[src/rtl/ddr_guard_pkg.sv]
package ddr_guard_pkg;

  typedef enum logic [4:0] {
    C_DESEL = 5'd0,
    C_NOP   = 5'd1,
    C_ACT   = 5'd2,
    C_RD    = 5'd3,
    C_RDA   = 5'd4,
    C_WR    = 5'd5,
    C_WRA   = 5'd6,
    C_BST   = 5'd7,
    C_PRE   = 5'd8,
    C_PREA  = 5'd9,
    C_REF   = 5'd10,
    C_MRS   = 5'd11,
    C_EMRS  = 5'd12,
    C_SREF  = 5'd13,
    C_PDA   = 5'd14,
    C_PDP   = 5'd15,
    C_WAKE  = 5'd16,
    C_SLEEP = 5'd17
  } cmd_e;

  typedef enum logic [2:0] {
    V_NONE       = 3'd0,
    V_CKE        = 3'd1,
    V_BUSY_BANKS = 3'd2,
    V_MRD        = 3'd3,
    V_WAP        = 3'd4,
    V_ACT_OPEN   = 3'd5,
    V_CLOSED     = 3'd6,
    V_TRP        = 3'd7
  } viol_e;

  typedef enum logic [1:0] {
    B_IDLE = 2'd0,
    B_OPEN = 2'd1,
    B_APW  = 2'd2,
    B_RP   = 2'd3
  } bank_st_e;

  // Pin pattern to command, CKE not considered
  function automatic cmd_e pin_decode(input logic cs_n, input logic ras_n,
                                      input logic cas_n, input logic we_n,
                                      input logic a10, input logic ba0);
    cmd_e c;
    if (cs_n) begin
      c = C_DESEL;
    end else begin
      case ({ras_n, cas_n, we_n})
        3'b111:  c = C_NOP;
        3'b011:  c = C_ACT;
        3'b101:  c = a10 ? C_RDA : C_RD;
        3'b100:  c = a10 ? C_WRA : C_WR;
        3'b110:  c = C_BST;
        3'b010:  c = a10 ? C_PREA : C_PRE;
        3'b001:  c = C_REF;
        default: c = ba0 ? C_EMRS : C_MRS;
      endcase
    end
    return c;
  endfunction

  function automatic logic is_quiet(input cmd_e c);
    return (c == C_DESEL) || (c == C_NOP);
  endfunction

  function automatic logic is_rdwr(input cmd_e c);
    return (c == C_RD) || (c == C_RDA) || (c == C_WR) || (c == C_WRA);
  endfunction

  function automatic logic needs_idle(input cmd_e c);
    return (c == C_MRS) || (c == C_EMRS) || (c == C_REF) || (c == C_SREF);
  endfunction

endpackage

[src/rtl/ddr_cmd_decode.sv]
module ddr_cmd_decode
  import ddr_guard_pkg::*;
(
  input  logic cke,
  input  logic cke_q,
  input  logic cs_n,
  input  logic ras_n,
  input  logic cas_n,
  input  logic we_n,
  input  logic a10,
  input  logic ba0,
  input  logic any_open,
  output cmd_e pin_cmd,
  output cmd_e eff_cmd,
  output logic cke_bad
);

  always_comb begin
    pin_cmd = pin_decode(cs_n, ras_n, cas_n, we_n, a10, ba0);
    eff_cmd = pin_cmd;
    cke_bad = 1'b0;
    case ({cke_q, cke})
      2'b10: begin
        if (pin_cmd == C_REF)       eff_cmd = C_SREF;
        else if (is_quiet(pin_cmd)) eff_cmd = any_open ? C_PDA : C_PDP;
        else                        cke_bad = 1'b1;
      end
      2'b01: begin
        if (is_quiet(pin_cmd)) eff_cmd = C_WAKE;
        else                   cke_bad = 1'b1;
      end
      2'b00: begin
        if (is_quiet(pin_cmd)) eff_cmd = C_SLEEP;
        else                   cke_bad = 1'b1;
      end
      default: ;
    endcase
  end

endmodule

[src/rtl/ddr_bank_track.sv]
module ddr_bank_track
  import ddr_guard_pkg::*;
#(
  parameter int CNT_W = 6
) (
  input  logic             clk,
  input  logic             rst_n,
  input  logic             open_go,
  input  logic             pre_go,
  input  logic             ap_go,
  input  logic [CNT_W-1:0] ap_len,
  input  logic [CNT_W-1:0] trp,
  output bank_st_e         st
);

  logic [CNT_W-1:0] cnt;
  logic             cnt_last;

  assign cnt_last = (cnt <= CNT_W'(1));

  always_ff @(posedge clk) begin
    if (!rst_n) begin
      st  <= B_IDLE;
      cnt <= '0;
    end else begin
      case (st)
        B_IDLE: if (open_go) st <= B_OPEN;
        B_OPEN: begin
          if (ap_go) begin
            st  <= B_APW;
            cnt <= ap_len;
          end else if (pre_go) begin
            st  <= B_RP;
            cnt <= trp;
          end
        end
        B_APW: begin
          if (cnt_last) begin
            st  <= B_RP;
            cnt <= trp;
          end else begin
            cnt <= cnt - 1'b1;
          end
        end
        default: begin
          if (cnt_last) st <= B_IDLE;
          else          cnt <= cnt - 1'b1;
        end
      endcase
    end
  end


  rp_exit_chk: assert property (@(posedge clk) disable iff (!rst_n)
    st == B_RP |=> (st == B_RP || st == B_IDLE));


  apw_exit_chk: assert property (@(posedge clk) disable iff (!rst_n)
    st == B_APW |=> (st == B_APW || st == B_RP));


  idle_hold_chk: assert property (@(posedge clk) disable iff (!rst_n)
    (st == B_IDLE && !open_go) |=> st == B_IDLE);

endmodule

[src/rtl/ddr_lockouts.sv]
module ddr_lockouts #(
  parameter int CNT_W   = 6,
  parameter int MRD_CYC = 2
) (
  input  logic             clk,
  input  logic             rst_n,
  input  logic             mrs_go,
  input  logic             wap_go,
  input  logic [CNT_W-1:0] wr_len,
  output logic             mrd_busy,
  output logic             wap_busy
);

  localparam int MRD_W = $clog2(MRD_CYC + 1);

  logic [MRD_W-1:0] mcnt;
  logic [CNT_W-1:0] wcnt;

  always_ff @(posedge clk) begin
    if (!rst_n) begin
      mcnt <= '0;
      wcnt <= '0;
    end else begin
      if (mrs_go)            mcnt <= MRD_W'(MRD_CYC);
      else if (mcnt != '0)   mcnt <= mcnt - 1'b1;
      if (wap_go)            wcnt <= wr_len;
      else if (wcnt != '0)   wcnt <= wcnt - 1'b1;
    end
  end

  assign mrd_busy = (mcnt != '0);
  assign wap_busy = (wcnt != '0);


  mrd_arm_chk: assert property (@(posedge clk) disable iff (!rst_n)
    mrs_go |=> mrd_busy);


  wap_arm_chk: assert property (@(posedge clk) disable iff (!rst_n)
    (wap_go && wr_len != '0) |=> wap_busy);

endmodule

[src/rtl/ddr_cmd_guard.sv]
module ddr_cmd_guard
  import ddr_guard_pkg::*;
#(
  parameter int  BA_W    = 2,
  parameter int  CNT_W   = 6,
  parameter int  MRD_CYC = 2,
  localparam int BANKS   = 1 << BA_W
) (
  input  logic             clk,
  input  logic             rst_n,
  input  logic             cke,
  input  logic             cs_n,
  input  logic             ras_n,
  input  logic             cas_n,
  input  logic             we_n,
  input  logic [BA_W-1:0]  ba,
  input  logic             a10,
  input  logic [CNT_W-1:0] cfg_rd_burst,
  input  logic [CNT_W-1:0] cfg_wr_burst,
  input  logic [CNT_W-1:0] cfg_trp,
  output logic [4:0]       cmd_code,
  output logic [BANKS-1:0] bank_open,
  output logic             viol_valid,
  output logic [2:0]       viol_code
);

  logic             cke_q;
  bank_st_e         st [BANKS];
  logic [BANKS-1:0] is_idle, is_ready, is_rp;
  logic [BANKS-1:0] act_go, pre_go, ap_go;
  logic             all_idle, any_open;
  cmd_e             pin_cmd, eff_cmd;
  logic             cke_bad, pin_quiet;
  logic             mrd_busy, wap_busy, mrs_go, wap_go, ok;
  logic [CNT_W-1:0] ap_len;
  viol_e            viol;

  ddr_cmd_decode u_dec (
    .cke      (cke),
    .cke_q    (cke_q),
    .cs_n     (cs_n),
    .ras_n    (ras_n),
    .cas_n    (cas_n),
    .we_n     (we_n),
    .a10      (a10),
    .ba0      (ba[0]),
    .any_open (any_open),
    .pin_cmd  (pin_cmd),
    .eff_cmd  (eff_cmd),
    .cke_bad  (cke_bad)
  );

  assign pin_quiet = is_quiet(pin_cmd);
  assign all_idle  = &is_idle;
  assign any_open  = |bank_open;

  always_comb begin
    viol = V_NONE;
    if (cke_bad)                                 viol = V_CKE;
    else if (mrd_busy && !pin_quiet)             viol = V_MRD;
    else if (needs_idle(eff_cmd) && !all_idle)   viol = V_BUSY_BANKS;
    else if (is_rdwr(eff_cmd) && wap_busy)       viol = V_WAP;
    else if (eff_cmd == C_ACT && !is_idle[ba])   viol = is_rp[ba] ? V_TRP : V_ACT_OPEN;
    else if (is_rdwr(eff_cmd) && !is_ready[ba])  viol = V_CLOSED;
  end

  assign ok     = (viol == V_NONE);
  assign mrs_go = ok && (eff_cmd == C_MRS || eff_cmd == C_EMRS);
  assign wap_go = ok && (eff_cmd == C_WRA);
  assign ap_len = (eff_cmd == C_WRA) ? cfg_wr_burst : cfg_rd_burst;

  genvar b;
  generate
    for (b = 0; b < BANKS; b++) begin : g_bank
      assign is_idle[b]   = (st[b] == B_IDLE);
      assign is_ready[b]  = (st[b] == B_OPEN);
      assign is_rp[b]     = (st[b] == B_RP);
      assign bank_open[b] = (st[b] == B_OPEN) || (st[b] == B_APW);
      assign act_go[b]    = ok && eff_cmd == C_ACT && ba == BA_W'(b);
      assign pre_go[b]    = ok && (eff_cmd == C_PREA ||
                                   (eff_cmd == C_PRE && ba == BA_W'(b)));
      assign ap_go[b]     = ok && (eff_cmd == C_RDA || eff_cmd == C_WRA) &&
                            ba == BA_W'(b);

      ddr_bank_track #(.CNT_W(CNT_W)) u_bank (
        .clk     (clk),
        .rst_n   (rst_n),
        .open_go (act_go[b]),
        .pre_go  (pre_go[b]),
        .ap_go   (ap_go[b]),
        .ap_len  (ap_len),
        .trp     (cfg_trp),
        .st      (st[b])
      );
    end
  endgenerate

  ddr_lockouts #(.CNT_W(CNT_W), .MRD_CYC(MRD_CYC)) u_lock (
    .clk      (clk),
    .rst_n    (rst_n),
    .mrs_go   (mrs_go),
    .wap_go   (wap_go),
    .wr_len   (cfg_wr_burst),
    .mrd_busy (mrd_busy),
    .wap_busy (wap_busy)
  );

  always_ff @(posedge clk) begin
    if (!rst_n) begin
      cke_q      <= 1'b1;
      cmd_code   <= 5'd0;
      viol_valid <= 1'b0;
      viol_code  <= 3'd0;
    end else begin
      cke_q      <= cke;
      cmd_code   <= eff_cmd;
      viol_valid <= !ok;
      viol_code  <= viol;
    end
  end


  busy_refresh_chk: assert property (@(posedge clk) disable iff (!rst_n)
    (cke_q && cke && pin_cmd == C_REF && !all_idle) |=> viol_valid);


  double_act_chk: assert property (@(posedge clk) disable iff (!rst_n)
    (cke_q && cke && pin_cmd == C_ACT && is_ready[ba]) |=> viol_valid);


  cke_low_cmd_chk: assert property (@(posedge clk) disable iff (!rst_n)
    (!cke_q && !cke && !pin_quiet) |=> (viol_valid && viol_code == V_CKE));


  one_bank_act_chk: assert property (@(posedge clk) disable iff (!rst_n)
    $onehot0(act_go | ap_go));

endmodule

[config.mk]
export PLATFORM = sky130hd
export DESIGN_NAME = ddr_cmd_guard
export DESIGN_NICKNAME = d
export VERILOG_FILES = /design/src/rtl/ddr_guard_pkg.sv /design/src/rtl/ddr_cmd_decode.sv /design/src/rtl/ddr_bank_track.sv /design/src/rtl/ddr_lockouts.sv /design/src/rtl/ddr_cmd_guard.sv
export SDC_FILE = /design/constraint.sdc
export NUM_CORES = 1
export LEC_CHECK = 0
export ABC_AREA = 1
export BUFFER_PORTS_ARGS = -buffer_cell sky130_fd_sc_hd__buf_2
export CAP_MARGIN = 25
export CORE_ASPECT_RATIO = 1.2
export CORE_MARGIN = 5
export CORE_UTILIZATION = 50
export DETAILED_ROUTE_END_ITERATION = 7
export PLACE_DENSITY = 0.69
export REMOVE_ABC_BUFFERS = 1
export SYNTH_ARGS = -nofsm -noshare
export SYNTH_HDL_FRONTEND = slang
export SYNTH_SLANG_ARGS = --single-unit
[constraint.sdc]
create_clock -name clk -period 6.75 [get_ports clk]
set_clock_uncertainty 0.2 [all_clocks]
set_input_delay 1.0125 -clock clk [delete_from_list [all_inputs] [get_ports clk]]
set_output_delay 1.0125 -clock clk [all_outputs]
set_load 0.05 [all_outputs]
### Yosys cells after proc, flatten, opt, wreduce, memory -nomap -nowiden

Cells that the tools add are included.

* input port bits: 28
* logic and storage cells: 235
* register bits after elaboration: 50

* multiplexer cells: 77
* reductions and logical operators: 74
* equality and inequality tests: 53
* bitwise gates (word level): 5
* $add $sub $neg: 6
* magnitude comparators: 5

Operators with widths (count)
* 6-bit 2-to-1 mux: 19
* 6-bit one-hot mux with 3 select lines: 4
* 2-bit 2-to-1 mux: 24
* 5-bit by 4-bit equality test with 1-bit output (second input constant): 7
* 5-bit one-hot mux with 7 select lines: 1
* 6-bit by 1-bit subtractor with 6-bit output (second input constant): 5
* 1-bit logical AND: 25
* 5-bit 2-to-1 mux: 5
* 6-bit by 1-bit <= comparator with 1-bit output (second input constant): 4
* 3-bit 2-to-1 mux: 8
* 2-bit one-hot mux with 3 select lines: 4
* 2-bit equality test (second input constant): 11
* 4-bit AND reduction: 5
* 1-bit logical OR: 16
* 2-bit by 1-bit != test with 1-bit output (second input constant): 8
* 5-bit by 3-bit equality test with 1-bit output (second input constant): 3
* 5-bit one-hot mux with 3 select lines: 1
* 2-bit by 1-bit equality test with 1-bit output (second input constant): 6
* 3-bit equality test (second input constant): 4
* 2-bit zero test: 6
* 3-bit by 1-bit != test with 1-bit output (second input constant): 4
* 3-bit != test (second input constant): 4
* 3-bit AND reduction: 4
* 3-bit nonzero test: 4
* 17 further kinds: 38

### Logic depth before layout (Yosys ltp)

* depth in word-level cells: 24
* depth in mapped cells: 26
* gate-level depth less buffers: 25

### Modules after synthesis

A second synthesis with hierarchy kept.

* cells, all modules: 769
* area total of the unflattened synthesis: 4865.9 um^2

Modules (own cells, without submodules)
* ddr_bank_track: times used 4, cells an instance 119, sequential area each 160.2 um^2, area an instance 743.2 um^2
* ddr_cmd_guard: times used 1, cells an instance 161, sequential area each 200.2 um^2, area an instance 1043.5 um^2
* ddr_lockouts: times used 1, cells an instance 63, sequential area each 160.2 um^2, area an instance 476.7 um^2
* ddr_cmd_decode: times used 1, cells an instance 69, sequential area each 0.0 um^2, area an instance 372.9 um^2

### Worst setup path before layout

No wires, ideal clock.

* path type: input -> register
* from: in ras_n
* to: reg g_bank[0].u_bank.st[1]
* stages on the path: 23
* data required time: 6437 ps
* arrival: 3112 ps
* path buffers: 1
* slack: 3325 ps
* cell sequence: nor2_2 > nand3_2 > nand3_1 > nand2_1 > nor2_2 > nand2_1 > nand2_2 > inv_2 > nand3_1 > nand2_1 > nand3_1 > nand3_2 > nand2_1 > nand2_1 > a21oi_4 > buf_6 > nand3_1 > nand2_1 > nand2_1 > nor2_2 > nand2_1 > nand2_1 > nor2_1

* cells in the longest elaborated chain, start to end: 24

RTL lines
* start, declared: line ddr_cmd_guard.sv:13 `input logic ras_n,`
* 3-bit by 1-bit equality test with 1-bit output, or another cell as far along: line ddr_guard_pkg.sv:50 `case ({ras_n, cas_n, we_n})`
* 5-bit one-hot mux with 7 select lines *: line ddr_guard_pkg.sv:50
* 5-bit 2-to-1 mux *: line ddr_guard_pkg.sv:47 `if (cs_n) begin`
* 5-bit by 1-bit equality test with 1-bit output or 5-bit zero test (tied branches): line ddr_guard_pkg.sv:65 `return (c == C_DESEL) || (c == C_NOP);`
* 1-bit logical OR: line ddr_guard_pkg.sv:65
* 5-bit 2-to-1 mux: line ddr_cmd_decode.sv:25 `else if (is_quiet(pin_cmd)) eff_cmd = any_open ? C_PDA : C_PDP;`
* 5-bit 2-to-1 mux: line ddr_cmd_decode.sv:24 `if (pin_cmd == C_REF) eff_cmd = C_SREF;`
* 5-bit one-hot mux with 3 select lines: line ddr_cmd_decode.sv:22 `case ({cke_q, cke})`
* [7 not listed]
* 3-bit 2-to-1 mux: line ddr_cmd_guard.sv:62 `else if (is_rdwr(eff_cmd) && wap_busy) viol = V_WAP;`
* 3-bit 2-to-1 mux: line ddr_cmd_guard.sv:61 `else if (needs_idle(eff_cmd) && !all_idle) viol = V_BUSY_BANKS;`
* 3-bit 2-to-1 mux: line ddr_cmd_guard.sv:60 `else if (mrd_busy && !pin_quiet) viol = V_MRD;`
* 3-bit 2-to-1 mux: line ddr_cmd_guard.sv:59 `if (cke_bad) viol = V_CKE;`
* 3-bit zero test: line ddr_cmd_guard.sv:67 `assign ok = (viol == V_NONE);`
* 1-bit logical AND, on equally long branches (2 in a row): line ddr_cmd_guard.sv:82, ddr_cmd_guard.sv:79
* 3-bit by 1-bit != test with 1-bit output (no line), or another cell as far along
* 4-bit AND reduction (no line) or 2-bit one-hot mux with 3 select lines (tied branches)
* end signal, assigned: line ddr_bank_track.sv:33 `st <= B_RP;`
* end signal, assigned: line ddr_bank_track.sv:39 `st <= B_RP;`
* end signal, assigned: line ddr_bank_track.sv:46 `if (cnt_last) st <= B_IDLE;`
* end, declared: line ddr_bank_track.sv:13 `output bank_st_e st`

Mark *: on every way between the ends. The rest lies on a longest branch, timed or not.
A chain may end at the register's enable or synchronous reset.

### Final worst setup path

* from: reg g_bank[2].u_bank.st[0]
* to: reg g_bank[1].u_bank.st[1]

* cells in the longest elaborated chain, start to end: 23

RTL lines
* start, declared: line ddr_bank_track.sv:13
* start signal, assigned: line ddr_bank_track.sv:23 `st <= B_IDLE;`
* start signal, assigned: line ddr_bank_track.sv:27 `B_IDLE: if (open_go) st <= B_OPEN;`
* start signal, assigned: line ddr_bank_track.sv:30 `st <= B_APW;`
* 2-bit by 1-bit equality test with 1-bit output or 2-bit equality test (tied branches): line ddr_cmd_guard.sv:76, ddr_cmd_guard.sv:78
* 1-bit logical OR: line ddr_cmd_guard.sv:78 `assign bank_open[b] = (st[b] == B_OPEN) || (st[b] == B_APW);`
* 4-bit OR reduction: line ddr_cmd_guard.sv:55 `assign any_open = |bank_open;`
* 1-bit 2-to-1 mux: line ddr_cmd_decode.sv:25
* 5-bit 2-to-1 mux: line ddr_cmd_decode.sv:25
* 5-bit 2-to-1 mux: line ddr_cmd_decode.sv:24
* 5-bit one-hot mux with 3 select lines: line ddr_cmd_decode.sv:22
* 5-bit by 2-bit equality test with 1-bit output or 5-bit by 3-bit equality test with 1-bit output (tied branches): line ddr_guard_pkg.sv:69, ddr_cmd_guard.sv:82
* [6 not listed]
* 3-bit 2-to-1 mux: line ddr_cmd_guard.sv:62
* 3-bit 2-to-1 mux: line ddr_cmd_guard.sv:61
* 3-bit 2-to-1 mux: line ddr_cmd_guard.sv:60
* 3-bit 2-to-1 mux: line ddr_cmd_guard.sv:59
* 3-bit zero test: line ddr_cmd_guard.sv:67
* 1-bit logical AND, on equally long branches (2 in a row): line ddr_cmd_guard.sv:82, ddr_cmd_guard.sv:79
* 3-bit by 1-bit != test with 1-bit output (no line), or another cell as far along
* 4-bit AND reduction (no line) or 2-bit one-hot mux with 3 select lines (tied branches)
* end signal, assigned: line ddr_bank_track.sv:33
* end signal, assigned: line ddr_bank_track.sv:39
* end signal, assigned: line ddr_bank_track.sv:46
* end, declared: line ddr_bank_track.sv:13

Parallel ways exist; a longest one is shown, timed or not. The select of a mux whose other input is x is not followed.

==> impl_results.md <==
* Drt total wl at 12900 um
* DP Area at just under 5000 sq um
* # Max-Cap Violations at 0
* Hold Crit Start: u_lock.mcnt[0]
* Clk slew on worst S/H paths at ~0.1 ns
* CP endpoint kind: register
* Status: complete, no violations
* Ports at 41
* DRT iter0 DRCs at around 460
* Placer Congestion at 0.926
* Max Slew Vio Count at 0
* CTS Root Cell: clkbuf_8
* CTS tree: done
* Pint at 0.000851 W
* FP Rows at 38
* Netlist cell types at 39
* # diodes at 0
* HPWL after DPL at 9850 um
* Core area at between 9000 and 10000 sq um
* Clock network fraction of total power at about a tenth
* Final setup vio count at 0
* Reg2reg start: g_bank[2].u_bank.st[0]
* Hold buffer count at CTS at 0
* Layout net count at 874
* Max FO, Critical Path at 35
* Post-route ant nets at 0
* Reg2reg path depth at 20
* Initial Util at between 50 and 60%
* CTS max path bufs at 2
* HP Class: register to register
* Die Ht at 116 um
* Worst slew margin at about 47%
* Most common flop cell mapped by yosys: dfxtp_1
* Worst-Margin Slew at between 0.7 and 0.8 ns
* R2R Setup Slk at approximately 2.5 ns
* Total congestion overflow at 0
* P_leak at between 2 and 3 nW
* Vias at just over 5000
* Unrepaired setup endpoints after global routing: no
* Post-CTS Setup Bufs at 0
* CTS resizes at 0
* Largest net degree at the start of global routing at 37
* Startpoint types: register
* Synth top area share at about a fifth
* Power density cells at around 370 nW/um^2
* H-Tree Depth at 2
* Worst setup path end: g_bank[1].u_bank.st[1]
* Setup total negative slack at 0 ns
* Total track usage at a little under a quarter
* Switching Share at a little over half
* Minimum clock period at about 4.2 ns
* Drt wl/cell at ~14 um
* Cell count after placement at 931
* Post-Layout Cell Count at 940
* Place WS at about 1.9 ns
* Peak supply drop at roughly 0.00020 V
* Filler cells at 939
* CP startpoint: g_bank[2].u_bank.st[0]
* FFs w/ async S/R, synth at 0%
* Period utilization at 62.6%
* Die Span X at just under 100 um
* Critical path type: register to register
* Drt pass-1 iters at 5
* CP arrival at around 4.3 ns
* Sequential Power Share at 22.1%
* Clock Sinks at 50
* Worst EP required at between 6 and 7 ns
* Number of synthesized flops with an enable pin at 0
* First-pass GRT wire length at 21900 um
* I/O Buffers at 40
* Drt drc at 0
* Initial antenna violation count at 0
* Via count of the first global-routing pass at 4626
* Cell taking the most area after synthesis: nand2_1
* Syn Inst Count at 796
* Mapped Area at approximately 4700 sq um
* FF+latch count, synth at 50
* Area Overhead vs Synth at 7.59%
* Die area at between 10000 and 15000 sq um
* Layout cells sized above 1 at between 10% and 20%
* Final worst-path setup slack at roughly 2.5 ns
* Synth area leaders: nand2_1 21%, dfxtp_1 21%, inv_1 7.6%
* Commonest non-fill, non-tap cell in the layout: nand2_1
* Warnings from Yosys at 0
* Syn Area/Cell at about 5.9 sq um
* Worst r2r dst: g_bank[1].u_bank.st[1]
* Fin. Hold Viols at 0
* Comb pwr share at 67.6%
* Clock Latency Late Sink at roughly 0.32 ns
* Post-route cell area at about 5000 sq um
* Most frequent cells in the layout: 267 x nand2_1, 95 x inv_1, 61 x a21oi_1
* Vias per inst at ~5.3
* Num CTS Buffers at 5
* Sequential share of the synthesized area at 21.4%
* F_max at 237 MHz
* NetSw at 0.00102 W
-- worst max-delay path: stages, from the launching register on --
cell     delay, ns
dfxtp_1       0.40
inv_1         0.08
ha_1          0.40
nor4_1        0.60
nand3_1       0.14
nand3_1       0.19
nand2_2       0.10
nand2_1       0.11
nor2_4        0.07
nand2_1       0.12
nand3_2       0.12
nand2_1       0.09
nand2_1       0.08
a21oi_4       0.61
nand2_1       0.22
nand3_2       0.15
nand2_1       0.07
nor2_2        0.16
nand2_1       0.08
nand2_1       0.06
nor2_1        0.04
-- sequential cells by signal (all words and copies together), names as in the netlist --
register	cells
g_bank.u_bank.cnt	24
g_bank.u_bank.st	8
u_lock.wcnt	6
cmd_code	5
viol_code	3
u_lock.mcnt	2
cke_q	1
viol_valid	1
-- cell families (layout without fill, tap and decap cells) --
logic type / Yosys count / in the layout / share of synthesized area (%)
compound gates: 112 / 112 / 13.4
buf+inv: 137 / 161 / 11.2
xor+xnor: 20 / 20 / 3.74
fa+ha+maj: 27 / 27 / 7.21
flops: 50 / 50 / 21.4
simple gates: 445 / 445 / 42.0
mux: 5 / 5 / 1.07
-- synth_stat cells (2+ instances only) --
master and count:
nand2_2 9, nor2_2 6, a21oi_1 61, inv_1 95, o22ai_1 2, clkbuf_1 19, nand3_1 56, buf_1 3
clkinv_1 7, and3_1 4, ha_1 27, inv_2 10, xnor2_1 5, xor2_1 15, nand3_2 7, mux2i_1 5
nor2_4 2, dfxtp_1 50, nand2_1 267, a21oi_4 2, buf_2 2, o21ai_0 37, nand4_1 26, a221oi_1 2
nor2_1 57, nand4_2 4, nor3_1 4
-- how the worst min path moves through the flow --
stage | to | slack (ns) | cells past startpoint
floorplan | u_lock.mcnt[0] | 0.22 | 1
global placement | u_lock.mcnt[0] | 0.24 | 1
detailed placement | u_lock.mcnt[0] | 0.24 | 1
CTS | u_lock.mcnt[0] | 0.26 | 1
global route | u_lock.mcnt[0] | 0.27 | 1
finish | u_lock.mcnt[0] | 0.26 | 1
-- power by group through the flow --
| stage | Clock, W | Combinational, W | Sequential, W |
|---|---|---|---|
| finish | 0.000192 | 0.00127 | 0.000415 |
| detailed placement | 0 | 0.00125 | 0.000421 |
| global route | 0.000212 | 0.00145 | 0.000426 |
| floorplan | 0 | 0.000960 | 0.000443 |
| CTS | 0.000196 | 0.00125 | 0.000415 |
| global placement | 0 | 0.00124 | 0.000419 |
-- layout make-up --
class | count | area [sq um] | area share (%)
clock buffer | 7 | 86.3 | 1.71
clock inverter | 1 | 5.00 | 0.0993
inverter | 112 | 420 | 8.34
multi-input combinational | 609 | 3160 | 62.7
sequential | 50 | 1000 | 19.9
tap | 120 | 150 | 2.98
timing repair buffer | 41 | 215 | 4.27
-- through the flow --
stage / hold WS (ns) / util [%] / total power, W
3_5_place_dp: 0.241 / 54.3 / 0.00167
3_3_place_gp: 0.235 / 54.3 / 0.00165
4_1_cts: 0.255 / 55.3 / 0.00187
2_1_floorplan: 0.216 / - / 0.00140
5_1_grt: 0.272 / 55.5 / 0.00209
6_report: 0.257 / 55.5 / 0.00188
-- per-layer routing --
layer  up-vias  global-route usage [%]  wire length (um)
li1       2591                       -                 -
met1      2241                    30.0              5660
met2       170                    40.1              6150
met3        26                    3.13               830
met4         0                    7.74               296
met5         -                       0                 0
Note: power is estimated with default switching activity, not from simulation.
